<file path="config.mk">
export PLATFORM = sky130hd
export DESIGN_NAME = range_maint_engine
export DESIGN_NICKNAME = d
export VERILOG_FILES = /design/src/rtl/rme_pkg.sv /design/src/rtl/rme_regfile.sv /design/src/rtl/rme_line_span.sv /design/src/rtl/rme_line_walker.sv /design/src/rtl/range_maint_engine.sv
export SDC_FILE = /design/constraint.sdc
export NUM_CORES = 1
export LEC_CHECK = 0
export ABC_CLOCK_PERIOD_IN_PS = 2800
export CORE_AREA = 4 4 137 152
export DETAILED_ROUTE_END_ITERATION = 10
export DIE_AREA = 0 0 141 156
export PLACE_DENSITY_LB_ADDON = 0.15
export SYNTH_ARGS = -nofsm -noshare
export SYNTH_HDL_FRONTEND = slang
export SYNTH_SLANG_ARGS = --single-unit
export TNS_END_PERCENT = 10
</file>
<file path="constraint.sdc">
create_clock -name clk -period 2.8 [get_ports clk]
set_input_delay 0.56 -clock clk [delete_from_list [all_inputs] [get_ports clk]]
set_output_delay 0.56 -clock clk [all_outputs]
set_load 0.02 [all_outputs]
</file>
<file path="src/rtl/rme_pkg.sv">
// Shared types and register layout for the range cache maintenance engine.
// Assumes byte offsets on the register port and a 64-bit register word.
package rme_pkg;

    // Operation codes carried in control bits 2:1 and on the request port.
    typedef enum logic [1:0] {
        OP_CLEAN_INV    = 2'd0,
        OP_INV_ONLY     = 2'd1,
        OP_CLEAN_SHARED = 2'd2,
        OP_RESERVED     = 2'd3
    } maint_op_e;

    // Sequencer states: idle, issuing lines, one trailing busy cycle.
    typedef enum logic [1:0] {
        WS_IDLE = 2'd0,
        WS_WALK = 2'd1,
        WS_DONE = 2'd2
    } walk_state_e;

    // Register byte offsets.
    localparam int unsigned OFS_START = 0;
    localparam int unsigned OFS_END   = 8;
    localparam int unsigned OFS_CTRL  = 16;

    // Control word bit positions.
    localparam int unsigned CTL_BUSY_BIT = 0;
    localparam int unsigned CTL_MODE_LSB = 1;
    localparam int unsigned CTL_ERR_BIT  = 3;

endpackage

</file>
<file path="src/rtl/rme_regfile.sv">
// Register file: holds the start and end addresses, decodes the start
// command and builds the read data. Assumes DATA_W > ADDR_W and that
// DATA_W > CTL_ERR_BIT. Every write is refused while busy is high.
module rme_regfile
    import rme_pkg::*;
#(
    parameter int unsigned ADDR_W = 40,
    parameter int unsigned DATA_W = 64,
    parameter int unsigned REG_AW = 5
) (
    input  logic              clk,
    input  logic              rst_n,
    input  logic              cfg_we,
    input  logic [REG_AW-1:0] cfg_addr,
    input  logic [DATA_W-1:0] cfg_wdata,
    output logic [DATA_W-1:0] cfg_rdata,
    input  logic              busy,
    input  logic              err,
    input  logic [1:0]        mode_rb,
    output logic [ADDR_W-1:0] start_q,
    output logic [ADDR_W-1:0] end_q,
    output logic              go,
    output maint_op_e         go_mode
);

    localparam logic [REG_AW-1:0] A_START = REG_AW'(OFS_START);
    localparam logic [REG_AW-1:0] A_END   = REG_AW'(OFS_END);
    localparam logic [REG_AW-1:0] A_CTRL  = REG_AW'(OFS_CTRL);

    logic wr_start;
    logic wr_end;
    logic unused_wdata_hi;

    // Write qualifiers: a register takes a write only while the engine is idle.
    assign wr_start = cfg_we && (cfg_addr == A_START) && !busy;
    assign wr_end   = cfg_we && (cfg_addr == A_END)   && !busy;

    // Start command: control write with the start bit set while idle.
    assign go      = cfg_we && (cfg_addr == A_CTRL) && cfg_wdata[CTL_BUSY_BIT] && !busy;
    assign go_mode = maint_op_e'(cfg_wdata[CTL_MODE_LSB +: 2]);

    // Bits above the physical address width are dropped on purpose.
    assign unused_wdata_hi = ^cfg_wdata[DATA_W-1:ADDR_W];

    // Start address register, masked to the physical address width.
    always_ff @(posedge clk) begin
        if (!rst_n) begin
            start_q <= '0;
        end else if (wr_start) begin
            start_q <= cfg_wdata[ADDR_W-1:0];
        end
    end

    // End address register, masked to the physical address width.
    always_ff @(posedge clk) begin
        if (!rst_n) begin
            end_q <= '0;
        end else if (wr_end) begin
            end_q <= cfg_wdata[ADDR_W-1:0];
        end
    end

    // Read multiplexer: address registers, live control word, zero elsewhere.
    always_comb begin
        cfg_rdata = '0;
        case (cfg_addr)
            A_START: cfg_rdata[ADDR_W-1:0] = start_q;
            A_END:   cfg_rdata[ADDR_W-1:0] = end_q;
            A_CTRL: begin
                cfg_rdata[CTL_BUSY_BIT]      = busy;
                cfg_rdata[CTL_MODE_LSB +: 2] = mode_rb;
                cfg_rdata[CTL_ERR_BIT]       = err;
            end
            default: cfg_rdata = '0;
        endcase
    end

endmodule

</file>
<file path="src/rtl/rme_line_span.sv">
// Line span calculator: turns a byte range [start, end) into the index of
// the first and last 64-byte line and an empty flag. Purely combinational.
// Assumes LINE_BYTES is a power of two smaller than 2**ADDR_W.
module rme_line_span #(
    parameter int unsigned ADDR_W     = 40,
    parameter int unsigned LINE_BYTES = 64,
    localparam int unsigned OFF_W     = $clog2(LINE_BYTES),
    localparam int unsigned IDX_W     = ADDR_W - OFF_W
) (
    input  logic [ADDR_W-1:0] start_addr,
    input  logic [ADDR_W-1:0] end_addr,
    output logic [IDX_W-1:0]  first_idx,
    output logic [IDX_W-1:0]  last_idx,
    output logic              empty
);

    logic [ADDR_W-1:0] last_byte;
    logic              unused_line_offsets;

    // An exclusive end at or below the start covers no byte at all.
    assign empty = (end_addr <= start_addr);

    // The last covered byte; only meaningful when the span is not empty.
    assign last_byte = end_addr - ADDR_W'(1);

    // Line indices: drop the offset inside the line.
    assign first_idx = start_addr[ADDR_W-1:OFF_W];
    assign last_idx  = last_byte[ADDR_W-1:OFF_W];

    // Offsets within a line do not matter for the walk.
    assign unused_line_offsets = ^{start_addr[OFF_W-1:0], last_byte[OFF_W-1:0]};

endmodule

</file>
<file path="src/rtl/rme_line_walker.sv">
// Line walker: latches the operation on a start command and issues one
// request per line from first_idx to last_idx. It advances on each taken
// request and keeps busy for one extra cycle after the last one. Empty
// spans and the reserved code skip straight to that trailing cycle.
// Assumes go is only raised while busy is low.
module rme_line_walker
    import rme_pkg::*;
#(
    parameter int unsigned ADDR_W     = 40,
    parameter int unsigned LINE_BYTES = 64,
    localparam int unsigned OFF_W     = $clog2(LINE_BYTES),
    localparam int unsigned IDX_W     = ADDR_W - OFF_W
) (
    input  logic              clk,
    input  logic              rst_n,
    input  logic              go,
    input  maint_op_e         go_mode,
    input  logic [IDX_W-1:0]  first_idx,
    input  logic [IDX_W-1:0]  last_idx,
    input  logic              empty,
    output logic              busy,
    output logic              err,
    output logic [1:0]        mode_rb,
    output logic              req_valid,
    input  logic              req_ready,
    output logic [ADDR_W-1:0] req_line_addr,
    output logic [1:0]        req_op
);

    walk_state_e      state_q;
    maint_op_e        mode_q;
    logic [IDX_W-1:0] cur_idx_q;
    logic [IDX_W-1:0] end_idx_q;
    logic             take;
    logic             at_last;
    logic             bad_mode;

    assign take     = req_valid && req_ready;
    assign at_last  = (cur_idx_q == end_idx_q);
    assign bad_mode = (go_mode == OP_RESERVED);

    // Sequencer state: idle -> walk (or straight to done) -> done -> idle.
    always_ff @(posedge clk) begin
        if (!rst_n) begin
            state_q <= WS_IDLE;
        end else begin
            case (state_q)
                WS_IDLE: if (go) state_q <= (bad_mode || empty) ? WS_DONE : WS_WALK;
                WS_WALK: if (take && at_last) state_q <= WS_DONE;
                WS_DONE: state_q <= WS_IDLE;
                default: state_q <= WS_IDLE;
            endcase
        end
    end

    // Line cursor: loaded at start, stepped by one line on each taken request.
    always_ff @(posedge clk) begin
        if (!rst_n) begin
            cur_idx_q <= '0;
            end_idx_q <= '0;
        end else if (state_q == WS_IDLE && go) begin
            cur_idx_q <= first_idx;
            end_idx_q <= last_idx;
        end else if (state_q == WS_WALK && take && !at_last) begin
            cur_idx_q <= cur_idx_q + IDX_W'(1);
        end
    end

    // Operation code and error flag: both change only on a start command.
    always_ff @(posedge clk) begin
        if (!rst_n) begin
            mode_q <= OP_CLEAN_INV;
            err    <= 1'b0;
        end else if (state_q == WS_IDLE && go) begin
            mode_q <= go_mode;
            err    <= bad_mode;
        end
    end

    // Port drive: a request is presented for the whole walk state.
    assign busy          = (state_q != WS_IDLE);
    assign req_valid     = (state_q == WS_WALK);
    assign req_line_addr = {cur_idx_q, {OFF_W{1'b0}}};
    assign req_op        = mode_q;
    assign mode_rb       = mode_q;

endmodule

</file>
<file path="src/rtl/range_maint_engine.sv">
// Range cache maintenance engine top. Joins the register file, the line span
// calculator and the line walker. Software programs start and end, writes the
// control word to start, and polls the busy bit. Assumes a cache port that
// takes a request on any edge where valid and ready are both high.
module range_maint_engine
    import rme_pkg::*;
#(
    parameter int unsigned ADDR_W     = 40,
    parameter int unsigned DATA_W     = 64,
    parameter int unsigned REG_AW     = 5,
    parameter int unsigned LINE_BYTES = 64
) (
    input  logic              clk,
    input  logic              rst_n,
    input  logic              cfg_we,
    input  logic [REG_AW-1:0] cfg_addr,
    input  logic [DATA_W-1:0] cfg_wdata,
    output logic [DATA_W-1:0] cfg_rdata,
    output logic              req_valid,
    input  logic              req_ready,
    output logic [ADDR_W-1:0] req_line_addr,
    output logic [1:0]        req_op
);

    localparam int unsigned OFF_W = $clog2(LINE_BYTES);
    localparam int unsigned IDX_W = ADDR_W - OFF_W;

    logic [ADDR_W-1:0] start_q_w;
    logic [ADDR_W-1:0] end_q_w;
    logic [IDX_W-1:0]  first_idx_w;
    logic [IDX_W-1:0]  last_idx_w;
    logic              empty_w;
    logic              go_w;
    maint_op_e         go_mode_w;
    logic              busy_w;
    logic              err_w;
    logic [1:0]        mode_rb_w;

    // Software-visible registers and start decode.
    rme_regfile #(
        .ADDR_W (ADDR_W),
        .DATA_W (DATA_W),
        .REG_AW (REG_AW)
    ) u_regs (
        .clk       (clk),
        .rst_n     (rst_n),
        .cfg_we    (cfg_we),
        .cfg_addr  (cfg_addr),
        .cfg_wdata (cfg_wdata),
        .cfg_rdata (cfg_rdata),
        .busy      (busy_w),
        .err       (err_w),
        .mode_rb   (mode_rb_w),
        .start_q   (start_q_w),
        .end_q     (end_q_w),
        .go        (go_w),
        .go_mode   (go_mode_w)
    );

    // First and last line of the programmed span.
    rme_line_span #(
        .ADDR_W     (ADDR_W),
        .LINE_BYTES (LINE_BYTES)
    ) u_span (
        .start_addr (start_q_w),
        .end_addr   (end_q_w),
        .first_idx  (first_idx_w),
        .last_idx   (last_idx_w),
        .empty      (empty_w)
    );

    // Request sequencer.
    rme_line_walker #(
        .ADDR_W     (ADDR_W),
        .LINE_BYTES (LINE_BYTES)
    ) u_walk (
        .clk           (clk),
        .rst_n         (rst_n),
        .go            (go_w),
        .go_mode       (go_mode_w),
        .first_idx     (first_idx_w),
        .last_idx      (last_idx_w),
        .empty         (empty_w),
        .busy          (busy_w),
        .err           (err_w),
        .mode_rb       (mode_rb_w),
        .req_valid     (req_valid),
        .req_ready     (req_ready),
        .req_line_addr (req_line_addr),
        .req_op        (req_op)
    );

endmodule

</file>
==> impl_metrics.py, run 1 <==
metrics = {
    "global_routing": {
        "grt-ovfl-total": 0,
        "use_met2": 0.3948,
        "gr-max-usage-layer": "met2",
        "grtUsageTotal": 0.2598,
        "met1_usage": 0.3707,
        "grt_pass1_vias": 8531,
        "grtUsageMet3": 0.04445,
        "grt_max_degree": 84,
        "antenna_found_initial": 0,
        "grt_pass1_wl_mm": 45.69,
    },
    "yosys": {
        "muxShareOfSynthArea": 0.04376,
        "synthSimpleGateAreaFrac": 0.2436,
        "syn-cell-area_um2": 9149,
        "yosys.cell_types.count": 51,
        "yosysSeqAreaShare": 0.3348,
        "synth_fa_ha_area_frac": 0.05607,
        "synth_largest_area_cell": "dfxtp_1",
        "synth.ff_latch_count": 153,
        "synthCells": 1205,
        "synth_compound_area_frac": 0.1874,
        "syn_avg_cell_area_um2": 7.592,
        "synth_top_family_by_area": "simple AND/OR/NAND/NOR gates",
        "postSynth.asyncResetShare": 0,
        "synthFlopType": "dfxtp_1",
        "netlist.area_leader.share": 0.3348,
        "synth.area.top_cells": "dfxtp_1 33%, nand2_1 8.6%, a21oi_1 6.4%, ha_1 5.6%, mux2i_1 4.4%",
        "synth-xor-area-share": 0.05074,
        "synth_common_cells": "209 x nand2_1, 153 x dfxtp_1, 117 x a21oi_1",
        "synth_most_common_cell": "nand2_1",
        "synth_edf_count": 0,
        "yosysWarnings": 0,
    },
    "placed_design": {
        "place_hpwl_mm": 21.44,
        "port_buffers": 125,
        "gp_congestion": 0.9061,
    },
    "worst_hold_path": {
        "hp-class": "register to register",
    },
    "die": {
        "ios": 180,
        "design.die.area_um2": 22000,
        "num_rows": 53,
        "core_um2": 19100,
        "start_util": 0.4790,
        "die_y_um": 156,
        "fp.dieW_um": 141,
    },
    "clocking": {
        "cts-resized-gates": 102,
        "clock-sinks": 153,
        "numCtsBuffers": 17,
        "cts.hold.buffers_added": 0,
        "post_cts_buffers": 0,
        "cts_tree": "built",
        "ctsLongestPathBuffers": 2,
        "insertion_delay_ns": 0.43,
        "clkTransAtPathRegs_ns": 0.06,
        "root_buffer": "clkbuf_16",
        "h-tree-depth": 4,
    },
    "routing": {
        "drc": 0,
        "drt-vias-per-instance": 5.748,
        "ant_nets": 0,
        "finalWirelength_mm": 29.11,
        "dr.pass1.iters": 5,
        "wl_per_cell_um": 18.12,
        "num_vias": 9237,
        "drtIter0Drc": 1013,
    },
    "timing": {
        "tightest_slew_ns": 0.5632,
        "min_period_ns": 2.787,
        "setup_viol": 0,
        "hold_viol": 0,
        "slew_violations": 0,
        "relSlewSlack": 0.6196,
        "fmax_mhz": 358.8,
        "finalCritPeriodShare": 0.9954,
        "finClkSkew_ns": 0.009614,
    },
    "cells_and_area": {
        "utilization": 0.6126,
        "layout.area.seq_um2": 3063,
        "syn_to_final_growth_pct": 27.89,
        "antenna_cells": 0,
        "final_nets": 1462,
        "nFillCells": 1754,
        "multiInputGateArea_um2": 5461,
        "drive_above_1_share": 0.1287,
    },
    "setup_path": {
        "crit_chain": "clkdlybuf4s50_1, or3_1, nand2b_4, buf_4, nor2_1, clkdlybuf4s15_2",
        "cp.arrival_ns": 2.23,
        "crit_fanout": 15,
        "cp.required_ns": 2.24,
        "critPathTopFamily": "buffers and inverters",
        "crit_buf_inv": 3,
        "crit_type": "input pin to primary output",
        "cp-end-kind": "primary output",
        "rrSetupSlack_ns": 0.19,
        "crit_path_start_kind": "input pin",
        "cp_slowest_stage_delay_ns": 0.42,
        "critPathSlowestCell": "or3_1",
    },
    "pwr": {
        "p_leak_nw": 4.345,
        "powerDensity_nw_per_um2": 438.8,
        "peakVddDrop_uv": 443.5,
        "totalPowerFinal_w": 0.005134,
    },
    "status": {
        "outcome": "complete, no violations",
    },
    "run": {
        "cap_violations": 0,
    },
}
==> tightest hold or removal path: stages (launching register included) <==
cell and delay, ns:
dfxtp_1 0.32, nand2_1 0.06, a21oi_1 0.05
==> power by group <==
group          internal (W)  switching, W  total (W)
clock               0.00149      0.000984    0.00248
combinational      0.000191      0.000264   0.000454
sequential          0.00219     0.0000131    0.00220
total               0.00387       0.00126    0.00513
==> area by class of cell <==
| class | instances | share of cell area |
|---|---|---|
| clock inverters | 14 | 0.01700 |
| inverters | 51 | 0.01647 |
| clock buffers | 17 | 0.03636 |
| repair buffers | 217 | 0.1752 |
| multi-input cells | 908 | 0.4668 |
| flip-flops and latches | 153 | 0.2618 |
| well taps | 247 | 0.02641 |
==> cell families after synthesis <==
group | count (synthesis)
AND/OR/NAND/NOR | 471
AO/OA/AOI/OAI | 273
buffers and inverters | 173
XOR/XNOR | 53
adder cells (fa/ha/maj) | 41
multiplexers | 40
other | 1
flip-flops | 153
==> flip-flops by register name, indices dropped and copies added (netlist names) <==
register,cells
u_regs.start_q,40
u_walk.err,1
u_walk.cur_idx_q,34
u_walk.state_q,2
u_walk.mode_rb,2
u_walk.end_idx_q,34
u_regs.end_q,40
==> per-stage QoR <==
stage / cells / area, um^2 / setup WS [ns] / setup TNS, ns / hold slack, ns
2_1_floorplan: 1234 / 9258 / 0.2057 / 0 / 0.4366
3_3_place_gp: 1576 / 11050 / -0.3380 / -12.09 / 0.4533
3_5_place_dp: 1576 / 11050 / -0.3806 / -13.67 / 0.4580
4_1_cts: 1607 / 11700 / 0.001557 / 0 / 0.4706
5_1_grt: 1607 / 11700 / -0.01370 / -0.05285 / 0.4909
6_report: 1607 / 11700 / 0.01276 / 0 / 0.4700
==> routing by layer <==
layer,up-vias,part of all wire
met1,4281,0.45
met5,-,0
met4,0,0.027
met3,49,0.076
met2,395,0.44
li1,4512,-
==> cells in the final DEF (no fill, tap or decap), types with 13 or more instances in the layout <==
cell type        netlist  final
nand2_1              209    209
dfxtp_1              153    153
a21oi_1              117    117
clkdlybuf4s50_1        0     83
buf_4                 30     83
nor2_1                71     69
inv_1                 51     50
o21ai_0               47     47
nand4_1               47     47
nand3_1               45     45
xnor2_1               42     42
ha_1                  41     41
mux2i_1               40     40
conb_1                 1     30
clkdlybuf4s15_2        0     27
nor3_1                24     24
o221ai_1              21     21
a31oi_1               18     17
clkbuf_16              0     17
o32a_1                15     15
or3_1                 13     13
nor4_1                13     13
==> worst paths after layout <==
check	from	end	cells after the start
max	cfg_addr[1]	cfg_rdata[27]	6
min	u_regs.start_q[4]	u_regs.start_q[4]	2
max reg2reg	u_regs.end_q[2]	u_walk.end_idx_q[23]	6
min reg2reg	u_regs.start_q[4]	u_regs.start_q[4]	2
(Power assumes the default switching activity.)
==> inputs of run 2 (changes only) <==
--- a/config.mk
+++ b/config.mk
@@ -5,7 +5,7 @@
 export SDC_FILE = /design/constraint.sdc
 export NUM_CORES = 1
 export LEC_CHECK = 0
-export ABC_CLOCK_PERIOD_IN_PS = 2800
+export CAP_MARGIN = 10
 export CORE_AREA = 4 4 137 152
 export DETAILED_ROUTE_END_ITERATION = 10
 export DIE_AREA = 0 0 141 156
==> results of run 2 <==
Same layout as run 1: the final DEF is identical, and so are final timing and power.
==> inputs of run 3 (changes only) <==
--- a/config.mk
+++ b/config.mk
@@ -6,10 +6,13 @@
 export NUM_CORES = 1
 export LEC_CHECK = 0
 export CAP_MARGIN = 10
-export CORE_AREA = 4 4 137 152
+export CELL_PAD_IN_SITES_DETAIL_PLACEMENT = 1
+export CELL_PAD_IN_SITES_GLOBAL_PLACEMENT = 1
+export CORE_AREA = 4 4 162 180
+export CTS_BUF_LIST = sky130_fd_sc_hd__clkbuf_4 sky130_fd_sc_hd__clkbuf_8 sky130_fd_sc_hd__clkbuf_16
 export DETAILED_ROUTE_END_ITERATION = 10
-export DIE_AREA = 0 0 141 156
-export PLACE_DENSITY_LB_ADDON = 0.15
+export DIE_AREA = 0 0 166 184
+export PLACE_DENSITY = 0.78
 export SYNTH_ARGS = -nofsm -noshare
 export SYNTH_HDL_FRONTEND = slang
 export SYNTH_SLANG_ARGS = --single-unit
==> impl_metrics.py, run 3 (synthesized netlist as in run 1, its figures left out) <==
metrics = {
    "routing": {
        "drtIter0Drc": 647,
        "wl_per_cell_um": 19.48,
        "drt-vias-per-instance": 5.470,
        "wl_met2_mm": 15.45,
        "ant_nets": 0,
        "num_vias": 9315,
        "drc": 0,
        "wl_met1_mm": 14.94,
        "finalWirelength_mm": 33.17,
        "route.met3.wl_mm": 1.735,
        "top_layer_used": "met4",
        "dr.pass1.iters": 5,
    },
    "die": {
        "start_util": 0.3331,
        "core_um2": 27470,
        "num_rows": 64,
        "ios": 180,
        "design.die.area_um2": 30540,
        "die_y_um": 184,
        "fp.dieW_um": 166,
    },
    "placed_design": {
        "place_hpwl_mm": 24.54,
        "gp_congestion": 0.8811,
        "dpl.cell_count": 1671,
        "port_buffers": 125,
    },
    "timing": {
        "relSlewSlack": 0.4400,
        "setup_viol": 0,
        "hold_viol": 0,
        "tightest_slew_ns": 0.8401,
        "finClkSkew_ns": 0.01196,
        "slew_violations": 0,
        "fmax_mhz": 360.6,
        "min_period_ns": 2.773,
        "finalCritPeriodShare": 0.9905,
        "rsz0062_at_grt": "yes",
        "hold_ws_ns": 0.4717,
    },
    "cells_and_area": {
        "drive_above_1_share": 0.1194,
        "syn_to_final_growth_pct": 25.70,
        "antenna_cells": 0,
        "layout_commonest_cell": "nand2_1",
        "final_cell_mix": "208 x nand2_1, 153 x dfxtp_1, 117 x a21oi_1",
        "final_nets": 1441,
        "fin_cells": 1703,
        "largest_registers": "u_regs.end_q (40), u_regs.start_q (40)",
    },
    "setup_path": {
        "cp.arrival_ns": 2.21,
        "crit_path_start_kind": "input pin",
        "crit_chain": "clkdlybuf4s50_1, or3_1, nand2b_4, buf_4, nor2_1, clkdlybuf4s15_1",
        "critPathTopFamily": "buffers and inverters",
        "cp-end-kind": "primary output",
        "cp.required_ns": 2.24,
        "crit_fanout": 16,
        "crit_buf_inv": 3,
        "critPathSlowestCell": "or3_1",
        "cp_slowest_stage_delay_ns": 0.44,
        "crit_type": "input pin to primary output",
    },
    "clocking": {
        "clkTransAtPathRegs_ns": 0.06,
        "numCtsBuffers": 17,
        "ctsLongestPathBuffers": 2,
        "root_buffer": "clkbuf_16",
        "cts_tree": "built",
        "h-tree-depth": 4,
        "insertion_delay_ns": 0.44,
        "clock-sinks": 153,
    },
    "global_routing": {
        "grtUsageTotal": 0.2147,
        "grt-ovfl-total": 0,
        "grt_pass1_wl_mm": 52.92,
        "grt_max_degree": 84,
        "grt_pass1_vias": 9564,
        "antenna_found_initial": 0,
    },
    "pwr": {
        "peakVddDrop_uv": 451.2,
        "totalPowerFinal_w": 0.004952,
        "p_leak_nw": 4.255,
        "powerDensity_nw_per_um2": 430.6,
    },
    "status": {
        "outcome": "complete, no violations",
    },
    "run": {
        "cap_violations": 0,
    },
    "worst_hold_path": {
        "hp-class": "register to register",
    },
}
## run 3: tightest hold or removal path: stages (launching register included)
cell     delay (ns)
dfxtp_1        0.32
nand2_1        0.06
a21oi_1        0.05
## run 3: per-layer routing
| layer | GRT usage | vias to the layer above |
|---|---|---|
| met5 | 0 | - |
| met4 | 0.08944 | 0 |
| li1 | - | 4467 |
| met1 | 0.2841 | 4498 |
| met2 | 0.3490 | 297 |
| met3 | 0.03570 | 53 |
## run 3: what timing repair did
action                     4_1_cts  5_1_grt
pin swaps                        0        0
setup buffers                    0        0
hold buffers                     0        0
setup endpoints to repair       40       37
resized for setup               51       69
## run 3: final timing paths
kind                      startpoint              endpoint  slack [ns]  cells past startpoint
setup reg to reg     u_regs.end_q[2]  u_walk.end_idx_q[27]        0.13                      6
setup / recovery         cfg_addr[1]         cfg_rdata[34]        0.03                      6
hold / removal    u_regs.start_q[27]    u_regs.start_q[27]        0.47                      2
hold reg to reg   u_regs.start_q[27]    u_regs.start_q[27]        0.47                      2
## run 3: power by group
| group | internal [W] | total (W) | switching, W |
|---|---|---|---|
| Clock | 0.00129 | 0.00229 | 0.00100 |
| Sequential | 0.00219 | 0.00220 | 0.0000139 |
| Combinational | 0.000184 | 0.000458 | 0.000274 |
## run 3: per-stage QoR
| stage | setup TNS (ns) | setup slack, ns | cell area, um^2 | util |
|---|---|---|---|---|
| 3_3_place_gp | -12.73 | -0.3182 | 11080 | 0.4033 |
| 4_1_cts | 0 | 0.004688 | 11610 | 0.4228 |
| 2_1_floorplan | 0 | 0.2057 | 9258 | - |
| 6_report | 0 | 0.02664 | 11500 | 0.4187 |
| 3_5_place_dp | -15.88 | -0.3708 | 11080 | 0.4033 |
| 5_1_grt | -0.07137 | -0.07137 | 11500 | 0.4187 |
## run 3: cell type report
cell class | count | area [um^2]
fill | 3346 | 15970
multi-input combinational | 908 | 5469
sequential | 153 | 3063
timing repair buffer | 196 | 1745
clock buffer | 20 | 460.4
tap | 363 | 454.2
inverter | 51 | 192.7
clock inverter | 12 | 115.1
